$ cat src/rtl/rstc_pkg.sv
package rstc_pkg;
  localparam int NUM_SRC  = 7;
  localparam int NUM_LINE = 6;

  // source indices
  localparam int SRC_HARD_PIN  = 0;
  localparam int SRC_SOFT_PIN  = 1;
  localparam int SRC_POWER     = 2;
  localparam int SRC_WDOG      = 3;
  localparam int SRC_DBL_FAULT = 4;
  localparam int SRC_CLK_LOSS  = 5;
  localparam int SRC_RST_INSTR = 6;

  // line bit positions
  localparam int LN_SOFT_DRV = 0;
  localparam int LN_HARD_DRV = 1;
  localparam int LN_CLK      = 2;
  localparam int LN_INT_SYS  = 3;
  localparam int LN_INT      = 4;
  localparam int LN_CPU      = 5;

  typedef logic [NUM_LINE-1:0] line_vec_t;
  typedef logic [NUM_SRC-1:0]  src_vec_t;

  function automatic line_vec_t src_lines(int s);
    line_vec_t m;
    m = '0;
    case (s)
      SRC_HARD_PIN, SRC_POWER, SRC_DBL_FAULT, SRC_CLK_LOSS: m = '1;
      SRC_WDOG: begin
        m = '1;
        m[LN_CLK] = 1'b0;
      end
      SRC_SOFT_PIN: begin
        m[LN_CPU]      = 1'b1;
        m[LN_INT]      = 1'b1;
        m[LN_SOFT_DRV] = 1'b1;
      end
      SRC_RST_INSTR: begin
        m[LN_INT]      = 1'b1;
        m[LN_SOFT_DRV] = 1'b1;
      end
      default: m = '0;
    endcase
    return m;
  endfunction
endpackage

$ cat src/rtl/rstc_sync.sv
module rstc_sync #(
  parameter int W      = 7,
  parameter int STAGES = 2
) (
  input  logic         clk_i,
  input  logic         rst_ni,
  input  logic [W-1:0] d_i,
  output logic [W-1:0] q_o
);
  logic [W-1:0] stg [STAGES];

  always_ff @(posedge clk_i or negedge rst_ni) begin
    if (!rst_ni) begin
      for (int i = 0; i < STAGES; i++) stg[i] <= '0;
    end else begin
      stg[0] <= d_i;
      for (int i = 1; i < STAGES; i++) stg[i] <= stg[i-1];
    end
  end

  assign q_o = stg[STAGES-1];
endmodule

$ cat src/rtl/rstc_seq.sv
module rstc_seq
  import rstc_pkg::*;
#(
  parameter int STRETCH_CYCLES = 512,
  parameter int RISE_CYCLES    = 14
) (
  input  logic     clk_i,
  input  logic     rst_ni,
  input  src_vec_t req_lvl_i,
  output logic     active_o,
  output src_vec_t src_o,
  output logic     start_o
);
  localparam int CNT_W  = $clog2(STRETCH_CYCLES);
  localparam int RISE_W = $clog2(RISE_CYCLES);
  localparam logic [CNT_W-1:0]  CNT_LAST  = CNT_W'(STRETCH_CYCLES - 1);
  localparam logic [RISE_W-1:0] RISE_LAST = RISE_W'(RISE_CYCLES - 1);
  localparam src_vec_t PIN_MASK = src_vec_t'((1 << SRC_HARD_PIN) | (1 << SRC_SOFT_PIN));

  typedef enum logic [1:0] {ST_ACT, ST_RISE, ST_RUN} st_e;

  st_e               state;
  logic [CNT_W-1:0]  cnt;
  logic [RISE_W-1:0] rcnt;
  src_vec_t          src_q, req_prv;
  src_vec_t          new_req;
  logic              held, cnt_done;

  assign new_req  = req_lvl_i & ~req_prv;
  assign held     = |(req_lvl_i & src_q);
  assign cnt_done = (cnt == CNT_LAST);

  always_ff @(posedge clk_i or negedge rst_ni) begin
    if (!rst_ni) begin
      state   <= ST_ACT;
      cnt     <= '0;
      rcnt    <= '0;
      src_q   <= src_vec_t'(1 << SRC_POWER);
      req_prv <= '0;
    end else begin
      req_prv <= req_lvl_i;
      if (|new_req) begin
        // new request wins over release and restarts the stretch
        state <= ST_ACT;
        cnt   <= '0;
        src_q <= ((state == ST_ACT) ? src_q : '0) | new_req;
      end else begin
        case (state)
          ST_ACT: begin
            if (!cnt_done) cnt <= cnt + 1'b1;
            else if (!held) begin
              state <= ST_RISE;
              rcnt  <= '0;
              src_q <= '0;
            end
          end
          ST_RISE: begin
            if (rcnt == RISE_LAST) begin
              if (|(req_lvl_i & PIN_MASK)) begin
                state <= ST_ACT;
                cnt   <= '0;
                src_q <= req_lvl_i & PIN_MASK;
              end else begin
                state <= ST_RUN;
              end
            end else begin
              rcnt <= rcnt + 1'b1;
            end
          end
          default: ;
        endcase
      end
    end
  end

  assign active_o = (state == ST_ACT);
  assign src_o    = src_q;
  assign start_o  = (state == ST_RUN);

  AST_MIN_STRETCH: assert property (@(posedge clk_i) disable iff (!rst_ni)
    $fell(active_o) |-> $past(cnt_done));
  AST_HOLD_WHILE_SRC: assert property (@(posedge clk_i) disable iff (!rst_ni)
    (active_o && held) |=> active_o);
  AST_RISE_WINDOW: assert property (@(posedge clk_i) disable iff (!rst_ni)
    $rose(start_o) |-> ($past(rcnt) == RISE_LAST));
endmodule

$ cat src/rtl/rstc_map.sv
module rstc_map
  import rstc_pkg::*;
(
  input  logic      active_i,
  input  src_vec_t  src_i,
  output line_vec_t lines_o
);
  line_vec_t acc [NUM_SRC+1];

  assign acc[0] = '0;
  for (genvar i = 0; i < NUM_SRC; i++) begin : g_src
    assign acc[i+1] = acc[i] | (src_i[i] ? src_lines(i) : line_vec_t'(0));
  end

  assign lines_o = active_i ? acc[NUM_SRC] : '0;
endmodule

$ cat src/rtl/sys_reset_ctrl.sv
module sys_reset_ctrl
  import rstc_pkg::*;
#(
  parameter int STRETCH_CYCLES = 512,
  parameter int RISE_CYCLES    = 14,
  parameter int SYNC_STAGES    = 2
) (
  input  logic clk_i,
  input  logic rst_ni,
  input  logic hard_pin_ni,
  input  logic soft_pin_ni,
  input  logic wdog_req_i,
  input  logic dbl_fault_req_i,
  input  logic clk_loss_req_i,
  input  logic rst_instr_req_i,
  output logic cpu_rst_o,
  output logic int_rst_o,
  output logic int_sys_rst_o,
  output logic clk_rst_o,
  output logic hard_pin_drv_o,
  output logic soft_pin_drv_o,
  output logic cpu_start_o
);
  src_vec_t  req_raw, req_lvl, src;
  line_vec_t lines;
  logic      active, start;

  always_comb begin
    req_raw                = '0;
    req_raw[SRC_HARD_PIN]  = ~hard_pin_ni;
    req_raw[SRC_SOFT_PIN]  = ~soft_pin_ni;
    req_raw[SRC_WDOG]      = wdog_req_i;
    req_raw[SRC_DBL_FAULT] = dbl_fault_req_i;
    req_raw[SRC_CLK_LOSS]  = clk_loss_req_i;
    req_raw[SRC_RST_INSTR] = rst_instr_req_i;
  end

  rstc_sync #(.W(NUM_SRC), .STAGES(SYNC_STAGES)) u_sync (
    .clk_i (clk_i),
    .rst_ni(rst_ni),
    .d_i   (req_raw),
    .q_o   (req_lvl)
  );

  rstc_seq #(.STRETCH_CYCLES(STRETCH_CYCLES), .RISE_CYCLES(RISE_CYCLES)) u_seq (
    .clk_i    (clk_i),
    .rst_ni   (rst_ni),
    .req_lvl_i(req_lvl),
    .active_o (active),
    .src_o    (src),
    .start_o  (start)
  );

  rstc_map u_map (
    .active_i(active),
    .src_i   (src),
    .lines_o (lines)
  );

  assign cpu_rst_o      = lines[LN_CPU];
  assign int_rst_o      = lines[LN_INT];
  assign int_sys_rst_o  = lines[LN_INT_SYS];
  assign clk_rst_o      = lines[LN_CLK];
  assign hard_pin_drv_o = lines[LN_HARD_DRV];
  assign soft_pin_drv_o = lines[LN_SOFT_DRV];
  assign cpu_start_o    = start;

  AST_CPU_WITHIN_INT: assert property (@(posedge clk_i) disable iff (!rst_ni)
    cpu_rst_o |-> int_rst_o);
  AST_CLK_WITHIN_SYS: assert property (@(posedge clk_i) disable iff (!rst_ni)
    clk_rst_o |-> int_sys_rst_o);
  AST_HARD_WITHIN_SOFT: assert property (@(posedge clk_i) disable iff (!rst_ni)
    hard_pin_drv_o |-> soft_pin_drv_o);
  AST_START_QUIET: assert property (@(posedge clk_i) disable iff (!rst_ni)
    cpu_start_o |-> !(int_rst_o || soft_pin_drv_o));
endmodule

$ cat config.mk
export PLATFORM = sky130hd
export DESIGN_NAME = sys_reset_ctrl
export DESIGN_NICKNAME = d
export VERILOG_FILES = /design/src/rtl/rstc_pkg.sv /design/src/rtl/rstc_sync.sv /design/src/rtl/rstc_seq.sv /design/src/rtl/rstc_map.sv /design/src/rtl/sys_reset_ctrl.sv
export SDC_FILE = /design/constraint.sdc
export NUM_CORES = 1
export LEC_CHECK = 0
export ABC_AREA = 1
export BUFFER_PORTS_ARGS = -buffer_cell sky130_fd_sc_hd__buf_2
export CORE_ASPECT_RATIO = 0.7
export CORE_MARGIN = 2
export CORE_UTILIZATION = 55
export CTS_BUF_LIST = sky130_fd_sc_hd__clkbuf_8 sky130_fd_sc_hd__clkbuf_16
export DETAILED_ROUTE_END_ITERATION = 10
export PLACE_DENSITY_LB_ADDON = 0.2
export SLEW_MARGIN = 20
export SYNTH_ARGS = -nofsm -noshare
export SYNTH_HDL_FRONTEND = slang
export SYNTH_HIERARCHICAL = 1
export SYNTH_SLANG_ARGS = --single-unit
$ cat constraint.sdc
create_clock -name clk_i -period 5.3 [get_ports clk_i]
set_input_delay 0.265 -clock clk_i [delete_from_list [all_inputs] [get_ports clk_i]]
set_output_delay 0.265 -clock clk_i [all_outputs]
set_load 0.01 [all_outputs]
### Yosys cells after proc, flatten, opt, wreduce, memory -nomap -nowiden

Cells that the tools add are included.

| operators by class | value |
|---|---|
| bitwise operators | 13 |
| add/subtract/negate cells | 2 |
| reduce and logical (&&, ||, !) cells | 10 |
| muxes and demuxes | 30 |
| equal/unequal tests | 12 |

Operators by type and width:

| operator | number |
|---|---|
| $mux 6 | 7 |
| $mux 7 | 6 |
| $mux 9 | 4 |
| $or 6x6->6 | 6 |
| $pmux 9 s2 | 1 |
| $and 7x7->7 | 2 |
| $pmux 7 s2 | 1 |
| $reduce_or 7->1 | 2 |
| $mux 4 | 3 |
| $mux 2 | 5 |
| $reduce_and 5->1 | 2 |
| $add 9x1->9 const B | 1 |
| $eq 9x9->1 const B | 1 |
| $ne 3x3->1 const B | 3 |
| $pmux 4 s2 | 1 |
| $reduce_and 4->1 | 2 |
| $not 7->7 | 1 |
| $or 7x7->7 | 1 |
| $ne 2x2->1 const B | 3 |
| $ne 3x1->1 const B | 2 |
| $mux 5 | 1 |
| $add 4x1->4 const B | 1 |
| $eq 4x4->1 const B | 1 |
| $pmux 2 s2 | 1 |
| 7 further kinds | 9 |

| word-level totals | value |
|---|---|
| word-level logic and storage cells | 74 |
| bits in registers | 40 |
| output and inout port bits | 7 |
| input bits | 8 |

### Logic depth before layout (Yosys ltp)

Gate-level depths: netlist (run 1).

| depth | value |
|---|---|
| depth after elaboration | 8 |
| mapped depth | 14 |
| gate-level depth less buffers | 14 |

### By module

Netlist (run 1), hierarchy kept.

Modules (own cells, without submodules):

| module | instances | seq. area each (sq um) | area each (sq um) | cells an instance |
|---|---|---|---|---|
| rstc_seq | 1 | 726.9 | 1654.1 | 203 |
| rstc_sync | 1 | 350.3 | 402.9 | 21 |
| rstc_map | 1 | 0.0 | 75.1 | 13 |
| sys_reset_ctrl | 1 | 0.0 | 11.3 | 3 |

### Worst setup path before layout (run 1)

Ideal clock, no wire load.

| timing path | value |
|---|---|
| path kind | register to register |
| start | register u_seq.cnt[0] |
| end | register u_seq.cnt[0] |
| library setup time | 0.074 ns |
| path buffers | 1 |
| data required time | 5.226 ns |
| setup slack | 3.387 ns |
| cell stages (with the launch flop) | 14 |
| data arrival time | 1.839 ns |
| period minus slack after synthesis | 1.913 ns |
| cells stage by stage | dfrtp_1 -> ha_1 -> nand3_1 -> nor2_1 -> nand3_1 -> nor2_1 -> ha_1 -> inv_1 -> o211ai_1 -> nand2_2 -> nand2_4 -> buf_8 -> nand2_1 -> o21ai_2 |

| between the ends | value |
|---|---|
| cells in the longest elaborated chain, start to end | 4 |
| elaborated cells between the ends (all ways) | 7 |
| those cells by class | add/sub: 1; eq/ne: 2; mux: 3; reduce/logical: 1 |

RTL lines:

| item | line | text |
|---|---|---|
| start, declared | rstc_seq.sv:23 | `logic [CNT_W-1:0] cnt;` |
| start signal, assigned | rstc_seq.sv:50 | `if (!cnt_done) cnt <= cnt + 1'b1;` |
| $add 9x1->9 | rstc_seq.sv:50 |  |
| $mux 9 | rstc_seq.sv:50 |  |
| $pmux 9 s2 | rstc_seq.sv:48 | `case (state)` |
| $mux 9 | rstc_seq.sv:42 | `if (\|new_req) begin` |

Several ways; a longest one is shown, not always the timed one. The select of a mux whose other input is x is not followed.
A chain may end at the register's enable or synchronous reset.

### Worst setup path after layout (run 1)

| timing path | value |
|---|---|
| start | register u_seq.cnt[0] |
| end | register u_seq.src_q[3], in the netlist u_seq/src_o[3] |

| between the ends | value |
|---|---|
| cells in the longest elaborated chain, start to end | 3 |

RTL lines:

| item | line | text |
|---|---|---|
| $eq 9x9->1 | rstc_seq.sv:31 | `assign cnt_done = (cnt == CNT_LAST);` |
| $ne 3x3->1 (no line) | n/a |  |
| $reduce_and 5->1 (no line) | n/a |  |
| end signal, assigned | rstc_seq.sv:38 | `src_q <= src_vec_t'(1 << SRC_POWER);` |
| end signal, assigned | rstc_seq.sv:46 | `src_q <= ((state == ST_ACT) ? src_q : '0) \| new_req;` |
| end signal, assigned | rstc_seq.sv:62 | `src_q <= req_lvl_i & PIN_MASK;` |
| end, declared | rstc_seq.sv:25 | `src_vec_t src_q, req_prv;` |

No other way between the ends.

==> results.sh, run 1 <==
export IMPL_startpoint_type="register"
export IMPL_yosysTopAreaCell="dfrtp_1"
export IMPL_wl_per_cell_um=12.2
export IMPL_die_h_um=56.2
export IMPL_min_path_cells=1
export IMPL_antenna_left=0
export IMPL_rows=18
export IMPL_power_uw=731
export IMPL_grt_use_met2_pct=23.9
export IMPL_crit_required_ns=5.48
export IMPL_drive_above_1_share_pct=21.4
export IMPL_reg2reg_depth=13
export IMPL_drt_pass1_iter_count=4
export IMPL_wl_mm=3.69
export IMPL_die_w_um=78.6
export IMPL_synth_edf_count=0
export IMPL_grtUsageMet1_pct=29.7
export IMPL_drt_iter0_drc=114
export IMPL_post_place_ws_ns=3.18
export IMPL_min_from="clk_loss_req_i"
export IMPL_cts_buffers=5
export IMPL_coreArea_um2=3630
export IMPL_hold_slack_ns=0.0799
export IMPL_worstSkewPairLatency_ns=0.29
export IMPL_dp_hpwl_mm=2.62
export IMPL_ys_seq_elements=43
export IMPL_max_clock_freq_mhz=463
export IMPL_pin_count=15
export IMPL_grt_pass1_wl_mm=6.35
export IMPL_irDropWorstVdd_mv=0.210
export IMPL_crit_end="u_seq/src_o[3]"
export IMPL_cts_tree="done"
export IMPL_critPathMaxFanout=7
export IMPL_slowest_delay_ns=0.44
export IMPL_skew_ns=0.00482
export IMPL_layout_commonest_cell="nand2_1"
export IMPL_viasPerCell=5.01
export IMPL_status="finished, final reports clean"
export IMPL_clkTransAtPathRegs_ns=0.08
export IMPL_port_buffer_count=14
export IMPL_cpMostUsedCell="nand2_1"
export IMPL_cts_root_buf="clkbuf_8"
export IMPL_place_area_um2=2190
export IMPL_start_util_pct=59.1
export IMPL_synthTopCellsByArea="dfrtp_1, nand2_1, inv_1"
export IMPL_yosysSeqAreaShare_pct=50.3
export IMPL_yosys_cell_types_count=31
export IMPL_top_usage_layer="met1"
export IMPL_place_inst=294
export IMPL_setup_ws_ns=3.14
export IMPL_antenna_found_initial=0
export IMPL_slowest_stage="dfrtp_1"
export IMPL_synth_top_cell_area_share_pct=49.0
export IMPL_period_share_pct=40.8
export IMPL_grt_overflow_total=0
export IMPL_num_vias=1512
export IMPL_postSynthAreaPerCell_um2=8.93
export IMPL_hold_viol=0
export IMPL_cp_arrival_ns=2.34
export IMPL_mostFrequentLayoutCells="nand2_1, dfrtp_1, inv_1"
export IMPL_netlist_instances=240
export IMPL_syn2layout_area_growth_pct=8.70
export IMPL_reg2reg_to="u_seq/src_o[3]"
export IMPL_rsz0062_at_grt="false"
export IMPL_antenna_cells=0
export IMPL_final_area_um2=2330
export IMPL_cts_resized_gates=0
export IMPL_setup_violations=0
export IMPL_critPathLaunch="u_seq/cnt[0]"
export IMPL_grt_util_met3_pct=4.38
export IMPL_routabilityCongestion=0.858
export IMPL_drc=0
export IMPL_synthArstFlopShare_pct=100
export IMPL_htreeDepth=2
export IMPL_grt_max_degree=44
export IMPL_power_leakage_nw=1.20
export IMPL_grt_use_total_pct=18.3
export IMPL_worstMarginPinSlew_ns=0.925
export IMPL_cp_depth=13
export IMPL_cts_hold_buffers=0
export IMPL_worstSetupEndpointType="register"
export IMPL_instances_no_fill=302
export IMPL_setup_tns_ns=0
export IMPL_cts_setup_buffers=0
export IMPL_crit_chain="ha_1 -> nand3_1 -> nor2_1 -> nand3_1 -> nor2_1 -> ha_1 -> nand2_1 -> nor2_1 -> nand2_1 -> nand4_1 -> nand3_2 -> nand2_1 -> nand2_1"
export IMPL_finalCriticalPeriod_ns=2.16
export IMPL_max_cap_violations=0
export IMPL_post_route_util_pct=64.3
export IMPL_path_class="reg -> reg"
export IMPL_yosys_warnings=6
export IMPL_worst_hold_path_type="in -> reg"
export IMPL_slew_violations=0
export IMPL_synthesis_nets=252
export IMPL_crit_family="simple AND/OR/NAND/NOR gates"
export IMPL_worst_path_buf_inv=0
export IMPL_powerDensity_nw_per_um2=314
export IMPL_r2r_slack_ns=3.14
export IMPL_synth_area_um2=2140
export IMPL_fillers=329
export IMPL_nets=263
export IMPL_grt_pass1_vias=1369
export IMPL_synth_ff_type="dfrtp_1"
export IMPL_slew_headroom_pct=38.3
export IMPL_die_area_um2=4420
export IMPL_clockBufferDepth=2
export IMPL_reg2reg_from="u_seq/cnt[0]"
export IMPL_cts_sinks=43
cell usage after synthesis (3+ instances only):
library cell and instances:
buf_4 9, o21ai_2 6, nand4_1 11, nor2_2 4, inv_1 22, nand2_2 6, ha_1 4, dfrtp_1 42
nor2_1 11, nand2_4 3, nand3_1 12, o21ai_0 7, nand2_1 80
per-layer routing:
metal | wire length [um] | up-vias
met5 | 0 | -
met2 | 1470 | 31
met3 | 185 | 2
li1 | - | 775
met4 | 17 | 0
met1 | 2010 | 704
power breakdown:
group | leakage [nW] | total [mW] | switching [mW] | internal, mW
Clock | 0.0644 | 0.297 | 0.109 | 0.188
Sequential | 0.530 | 0.367 | 0.0179 | 0.349
Combinational | 0.602 | 0.0677 | 0.0435 | 0.0243
Total | 1.20 | 0.731 | 0.171 | 0.561
state kept, by name, indices dropped and copies added (netlist names):
register,count
u_seq/req_prv,7
u_seq/state,2
u_sync/q_o,7
u_sync/stg,7
u_seq/src_o,7
u_seq/cnt,9
u_seq/rcnt,4
worst register-to-register path: stages (launching register included):
cell and delay (ns):
dfrtp_1 0.44, ha_1 0.22, nand3_1 0.10, nor2_1 0.17, nand3_1 0.12, nor2_1 0.10
ha_1 0.17, nand2_1 0.06, nor2_1 0.09, nand2_1 0.07, nand4_1 0.16, nand3_2 0.18
nand2_1 0.12, nand2_1 0.05
layout make-up:
| class | count | area, um2 | share of cell area (%) |
|---|---|---|---|
| inverters | 25 | 98.8 | 4.24 |
| multi-input cells | 162 | 885 | 38.0 |
| repair buffers | 14 | 70.1 | 3.01 |
| well taps | 50 | 62.6 | 2.69 |
| flip-flops and latches | 43 | 1080 | 46.2 |
| clock inverters | 3 | 67.6 | 2.90 |
| clock buffers | 5 | 68.8 | 2.95 |
cell families (layout without fill, tap and decap cells):
family	count (synthesis)	in the layout	synth area share, %
compound gates	18	18	5.95
fa+ha+maj	4	4	2.34
other cells	1	1	0.175
flops	43	43	50.3
xor+xnor	3	3	1.23
simple gates	136	136	31.6
buf+inv	35	47	8.46
how the worst min path moves through the flow:
stage	endpoint	slack, ns
after floorplan	u_seq/cnt[0]	-0.03
after global placement	u_sync/q_o[0]	0.33
after detailed placement	u_sync/q_o[6]	0.34
after CTS	u_sync/stg[12]	0.07
after global routing	u_sync/stg[12]	0.06
final	u_sync/stg[12]	0.08
Note: power is estimated with default switching activity, not from simulation.
==> inputs of run 2 (changes only) <==
==> constraint.sdc (replaced) <==
create_clock -name clk_i -period 2.1 [get_ports clk_i]
set_input_delay 0.105 -clock clk_i [delete_from_list [all_inputs] [get_ports clk_i]]
set_output_delay 0.105 -clock clk_i [all_outputs]
set_load 0.01 [all_outputs]
==> run 2 against run 1 <==
Combinational power rose to 2.8 times the previous value. Wire length rose by 8.0%. Die area unchanged. Sequential share of layout area fell by 3.0 points. Highest routed layer unchanged. Register-to-register slack got worse by 3.0 ns. Critical endpoint is now u_seq/cnt[3]. Core utilization increased by 4.5 points. Critical path depth shrank 1. Non-clock buffer count up 13. Largest cell class unchanged.
==> results.sh, run 2 (same netlist as run 1, synthesis figures left out) <==
export IMPL_port_buffer_count=14
export IMPL_clkTransAtPathRegs_ns=0.08
export IMPL_die_area_um2=4420
export IMPL_grt_pass1_vias=1459
export IMPL_grt_pass1_wl_mm=6.76
export IMPL_max_clock_freq_mhz=505
export IMPL_power_mw=1.77
export IMPL_final_seq_area_um2=1080
export IMPL_p_int_mw=1.34
export IMPL_instances_no_fill=316
export IMPL_finalCriticalPeriod_ns=1.98
export IMPL_path_class="reg -> reg"
export IMPL_worstSkewPairLatency_ns=0.29
export IMPL_post_place_ws_ns=0.0498
export IMPL_wl_per_cell_um=12.6
export IMPL_period_share_pct=94.3
export IMPL_regMostFlops="u_seq/cnt"
export IMPL_rsz0062_at_grt="true"
export IMPL_startpoint_type="register"
export IMPL_start_util_pct=59.1
export IMPL_coreArea_um2=3630
export IMPL_drt_iter0_drc=176
export IMPL_num_vias=1608
export IMPL_critPathLaunch="u_seq/cnt[0]"
export IMPL_irDropWorstVdd_mv=0.485
export IMPL_skew_ns=0.00734
export IMPL_hold_slack_ns=0.352
export IMPL_cp_arrival_ns=2.20
export IMPL_drive_above_1_share_pct=25.9
export IMPL_hold_viol=0
export IMPL_power_leakage_nw=1.26
export IMPL_cts_sinks=43
export IMPL_rows=18
export IMPL_cts_root_buf="clkbuf_8"
export IMPL_powerDensity_nw_per_um2=711
export IMPL_worstSetupEndpointType="register"
export IMPL_slew_headroom_pct=37.7
export IMPL_antenna_cells=0
export IMPL_grt_use_total_pct=19.6
export IMPL_largest_register_ffs=9
export IMPL_power_net_switching_uw=431
export IMPL_antenna_left=0
export IMPL_htreeDepth=2
export IMPL_power_frac_seq_pct=52.1
export IMPL_multi_input_area_um2=950
export IMPL_fillers=293
export IMPL_layout_commonest_cell="nand2_1"
export IMPL_setup_violations=0
export IMPL_slew_violations=0
export IMPL_worstMarginPinSlew_ns=0.934
export IMPL_grt_overflow_total=0
export IMPL_pin_count=15
export IMPL_cts_tree="done"
export IMPL_critPathMaxFanout=7
export IMPL_combinationalPowerShare_pct=10.8
export IMPL_worst_hold_path_type="reg -> reg"
export IMPL_clockBufferDepth=2
export IMPL_power_frac_clock_pct=37.1
export IMPL_grt_max_degree=44
export IMPL_crit_required_ns=2.32
export IMPL_dp_hpwl_mm=2.70
export IMPL_wl_mm=3.98
export IMPL_max_cap_violations=0
export IMPL_setup_ws_ns=0.119
export IMPL_cts_buffers=5
export IMPL_routabilityCongestion=0.775
export IMPL_antenna_found_initial=0
export IMPL_viasPerCell=5.09
export IMPL_place_inst=299
export IMPL_drc=0
export IMPL_syn2layout_area_growth_pct=16.2
export IMPL_die_h_um=56.2
export IMPL_reg2reg_from="u_seq/cnt[0]"
export IMPL_nets=277
export IMPL_status="finished, final reports clean"
export IMPL_die_w_um=78.6
export IMPL_netSwitchingFraction_pct=24.3
export IMPL_mostFrequentLayoutCells="nand2_1, dfrtp_1, inv_1"
export IMPL_min_from="u_sync/stg[12]"
export IMPL_drt_pass1_iter_count=4
-- run 2: cell types whose count changed in the layout (fill, tap and decap cells not counted), moves of 2 or more --
cell / delta
buf_4: +6
dlygate4sd3_1: +7
ha_1: -2
nand2_1: -2
nand2_2: +2
nand3_1: -2
o21ai_0: -3
o21ai_1: +3
-- run 2: layer usage --
layer / vias up / GRT usage [%] / part of all wire (%)
met2: 41 / 27.6 / 43
met3: 2 / 4.87 / 4.7
met4: 0 / 5.26 / 0.30
li1: 810 / - / -
met5: - / 0 / 0
met1: 755 / 30.1 / 52
-- run 2: power groups by stage --
stage | sequential, mW | clock, mW | combinational (mW)
detailed placement | 0.939 | 0 | 0.180
CTS | 0.923 | 0.675 | 0.191
global route | 0.932 | 0.708 | 0.219
floorplan | 0.927 | 0 | 0.140
global placement | 0.938 | 0 | 0.178
finish | 0.923 | 0.657 | 0.191
-- run 2: worst paths after layout --
path	to	slack (ns)	cells past startpoint
max in group asynchronous	u_seq/req_prv[2]	1.02	2
max	u_seq/cnt[3]	0.12	12
min reg2reg	u_sync/q_o[5]	0.35	0
max reg2reg	u_seq/cnt[3]	0.12	12
min in group asynchronous	u_seq/req_prv[0]	0.50	2
min	u_sync/q_o[5]	0.35	0
-- run 2: area by class of cell --
class	instances	area share (%)
inverter	25	3.97
clock buffer	6	3.31
multi-input combinational	163	38.1
clock inverter	2	1.41
tap	50	2.51
sequential	43	43.2
timing repair buffer	27	7.43
-- run 2: what timing repair did --
| action | in CTS | in global routing |
|---|---|---|
| setup endpoints to repair | 0 | 21 |
| setup buffers | 0 | 1 |
| endpoints found under the hold margin | 48 | 0 |
| gates resized for setup | 0 | 15 |
| hold buffers | 7 | 0 |
-- run 2: metrics by stage --
| stage | cell area, um2 | util (%) | TNS (ns) |
|---|---|---|---|
| floorplan | 2140 | - | 0 |
| global placement | 2230 | 61.5 | 0 |
| detailed placement | 2230 | 61.5 | 0 |
| CTS | 2420 | 66.7 | 0 |
| global route | 2490 | 68.7 | -0.459 |
| finish | 2490 | 68.7 | 0 |
-- run 2: critical path, cell delays in order, from the launching register on --
cell and delay [ns]:
dfrtp_1 0.40, ha_4 0.17, nand3_4 0.09, nor2_4 0.13, nand3_2 0.07, nor2_1 0.10, ha_2 0.20, inv_2 0.03
o211ai_1 0.24, nand2_2 0.18, nand2_4 0.17, nand2_2 0.07, o21ai_2 0.05
==> inputs of run 3 (changes only) <==
--- a/config.mk
+++ b/config.mk
@@ -16,5 +16,4 @@
 export SLEW_MARGIN = 20
 export SYNTH_ARGS = -nofsm -noshare
 export SYNTH_HDL_FRONTEND = slang
-export SYNTH_HIERARCHICAL = 1
 export SYNTH_SLANG_ARGS = --single-unit
==> run 3 against run 2 <==
Register-to-register slack improved by 0.07 ns. Die area fell by 10%. Critical path type unchanged. Setup slack improved by 0.071 ns. First-iteration DRC count fell by 56%. Hold slack got worse by 0.00096 ns. Largest power group unchanged. Flip-flop and latch count fell by 3. Clock skew fell by 0.0018 ns. Clock power fell by 3.0%. Power rose by 7.1%. Largest cell class unchanged.
==> results.sh, run 3 <==
export IMPL_status="finished, final reports clean"
export IMPL_slew_headroom_pct=43.8
export IMPL_crit_family="simple AND/OR/NAND/NOR gates"
export IMPL_irDropWorstVdd_mv=0.709
export IMPL_min_from="u_sync.stg[10]"
export IMPL_synthTopCellsByArea="dfrtp_1, nand2_1, inv_1"
export IMPL_power_frac_seq_pct=48.9
export IMPL_yosys_cell_types_count=28
export IMPL_r2r_slack_ns=0.19
export IMPL_netlist_instances=223
export IMPL_max_cap_violations=0
export IMPL_dp_hpwl_mm=2.51
export IMPL_crit_chain="ha_2 -> nand4_1 -> nor2_1 -> nand2_1 -> nor2_1 -> ha_2 -> inv_1 -> nor2_2 -> o211ai_1 -> nand2_1 -> o21ai_0"
export IMPL_grt_max_degree=41
export IMPL_synth_ff_type="dfrtp_1"
export IMPL_antenna_cells=0
export IMPL_ys_seq_elements=40
export IMPL_powerDensity_nw_per_um2=854
export IMPL_worst_hold_path_type="reg -> reg"
export IMPL_cts_buffers=5
export IMPL_p_int_mw=1.34
export IMPL_power_net_switching_uw=557
export IMPL_synth_edf_count=0
export IMPL_drt_iter0_drc=77
export IMPL_cts_root_buf="clkbuf_8"
export IMPL_setup_tns_ns=0
export IMPL_rows=17
export IMPL_syn2layout_area_growth_pct=15.9
export IMPL_coreArea_um2=3230
export IMPL_wl_per_cell_um=12.1
export IMPL_path_class="reg -> reg"
export IMPL_critPathMaxFanout=5
export IMPL_post_route_util_pct=68.7
export IMPL_viasPerCell=4.95
export IMPL_synthesis_nets=235
export IMPL_die_area_um2=3980
export IMPL_port_buffer_count=14
export IMPL_drc=0
export IMPL_yosys_warnings=0
export IMPL_yosysTopAreaCell="dfrtp_1"
export IMPL_die_h_um=53.4
export IMPL_min_path_cells=0
export IMPL_largest_register_ffs=9
export IMPL_grt_pass1_wl_mm=5.98
export IMPL_synth_commonest_cells="nand2_1, dfrtp_1, inv_1"
export IMPL_cts_tree="done"
export IMPL_htreeDepth=2
export IMPL_power_frac_clock_pct=33.6
export IMPL_wl_mm=3.59
export IMPL_synthArstFlopShare_pct=100
export IMPL_worstSetupEndpointType="register"
export IMPL_period_share_pct=91.0
export IMPL_power_leakage_nw=1.11
export IMPL_combinationalPowerShare_pct=17.5
export IMPL_startpoint_type="register"
export IMPL_hold_viol=0
export IMPL_routabilityCongestion=0.843
export IMPL_finalCriticalPeriod_ns=1.91
export IMPL_worstMarginPinSlew_ns=0.842
export IMPL_num_vias=1469
export IMPL_antenna_found_initial=0
export IMPL_drive_above_1_share_pct=18.4
export IMPL_reg2reg_depth=11
export IMPL_setup_violations=0
export IMPL_synth_top_cell_area_share_pct=51.0
export IMPL_cp_arrival_ns=2.08
export IMPL_worstSkewPairLatency_ns=0.30
export IMPL_synth_area_um2=1910
export IMPL_regMostFlops="u_seq.cnt"
export IMPL_nets=261
export IMPL_grt_overflow_total=0
export IMPL_layout_commonest_cell="nand2_1"
export IMPL_grt_use_total_pct=21.4
export IMPL_drt_pass1_iter_count=4
export IMPL_synth_most_common_cell="nand2_1"
export IMPL_crit_required_ns=2.27
export IMPL_min_to="u_sync.q_o[3]"
export IMPL_netSwitchingFraction_pct=29.3
export IMPL_slowest_stage="dfrtp_1"
export IMPL_clkTransAtPathRegs_ns=0.08
export IMPL_power_mw=1.90
export IMPL_slowest_delay_ns=0.41
export IMPL_start_util_pct=59.2
export IMPL_slew_violations=0
export IMPL_mostFrequentLayoutCells="nand2_1, dfrtp_1, inv_1"
export IMPL_reg2reg_from="u_seq.cnt[0]"
export IMPL_die_w_um=74.5
export IMPL_antenna_left=0
export IMPL_pin_count=15
export IMPL_worst_path_buf_inv=1
export IMPL_skew_ns=0.00555
export IMPL_postSynthAreaPerCell_um2=8.58
export IMPL_cts_sinks=40
export IMPL_reg2reg_to="u_seq.rcnt[2]"
export IMPL_clockBufferDepth=2
export IMPL_max_clock_freq_mhz=524
export IMPL_yosysSeqAreaShare_pct=52.4
export IMPL_grt_pass1_vias=1342
## run 3: changes by cell type in the layout (fill, tap and decap cells not counted), moves of 3 or more
cell and delta:
buf_4 -4, dfrtp_1 -3, inv_1 +7, nand2_1 -8
nand2_2 -6, nand3_2 -3, nand4_1 -3, o21ai_0 +9
o21ai_2 -3
## run 3: worst reg2reg max path: cells and delay by family (launching register included)
family	cells	cell delay (ns)
DFF	1	0.41
AOI/OAI and AO/OA	2	0.28
and+or+nand+nor	6	0.64
adders and majority gates	2	0.40
buffers and inverters	1	0.05
## run 3: layout make-up
type | count | area [um2]
well taps | 47 | 58.8
fillers | 265 | 1010
multi-input cells | 147 | 764
clock inverters | 3 | 47.5
inverters | 32 | 123
flip-flops and latches | 40 | 1000
repair buffers | 23 | 155
clock buffers | 5 | 68.8
## run 3: power groups by stage
stage	registers [mW]	logic [mW]	clock network (mW)
after detailed placement	0.942	0.318	0
after global placement	0.937	0.310	0
after floorplan	0.922	0.247	0
after CTS	0.926	0.331	0.652
after global routing	0.940	0.386	0.695
final	0.928	0.332	0.637
## run 3: kinds of logic after synthesis
kind of cell	share of synthesized area (%)
buf+inv	8.37
simple gates	25.4
compound gates	9.93
xor+xnor	1.37
flops	52.4
fa+ha+maj	2.61
## run 3: per-stage QoR
stage                     instance area (um2)  std cells  setup WS (ns)  hold WS [ns]
final                                    2220        297          0.190         0.351
after global routing                     2220        297       -0.00719         0.362
after CTS                                2190        295         0.0995         0.354
after detailed placement                 2010        280          0.106         0.215
after global placement                   2010        280          0.203         0.213
after floorplan                          1910        223          0.350        -0.191
## run 3: per-layer routing
| metal | up-vias | wire length (um) | track usage [%] |
|---|---|---|---|
| li1 | 762 | - | - |
| met1 | 674 | 1930 | 29.2 |
| met2 | 28 | 1460 | 32.3 |
| met3 | 5 | 165 | 6.10 |
| met4 | 0 | 38 | 8.04 |
| met5 | - | 0 | 0 |
## run 3: what timing repair did
item | in CTS | in global routing
hold buffers | 7 | 0
endpoints found under the setup margin | 0 | 17
endpoints found under the hold margin | 45 | 0
resized for setup | 0 | 4
setup buffers | 0 | 2
## run 3: worst max path at each step
stage / start / end / cells past startpoint
after floorplan: u_seq.cnt[0] / u_seq.cnt[2] / 13
after global placement: u_seq.cnt[0] / u_seq.cnt[5] / 11
after detailed placement: u_seq.cnt[0] / u_seq.cnt[5] / 11
after CTS: u_seq.cnt[0] / u_seq.cnt[5] / 11
after global routing: u_seq.cnt[0] / u_seq.rcnt[2] / 11
final: u_seq.cnt[0] / u_seq.rcnt[2] / 11
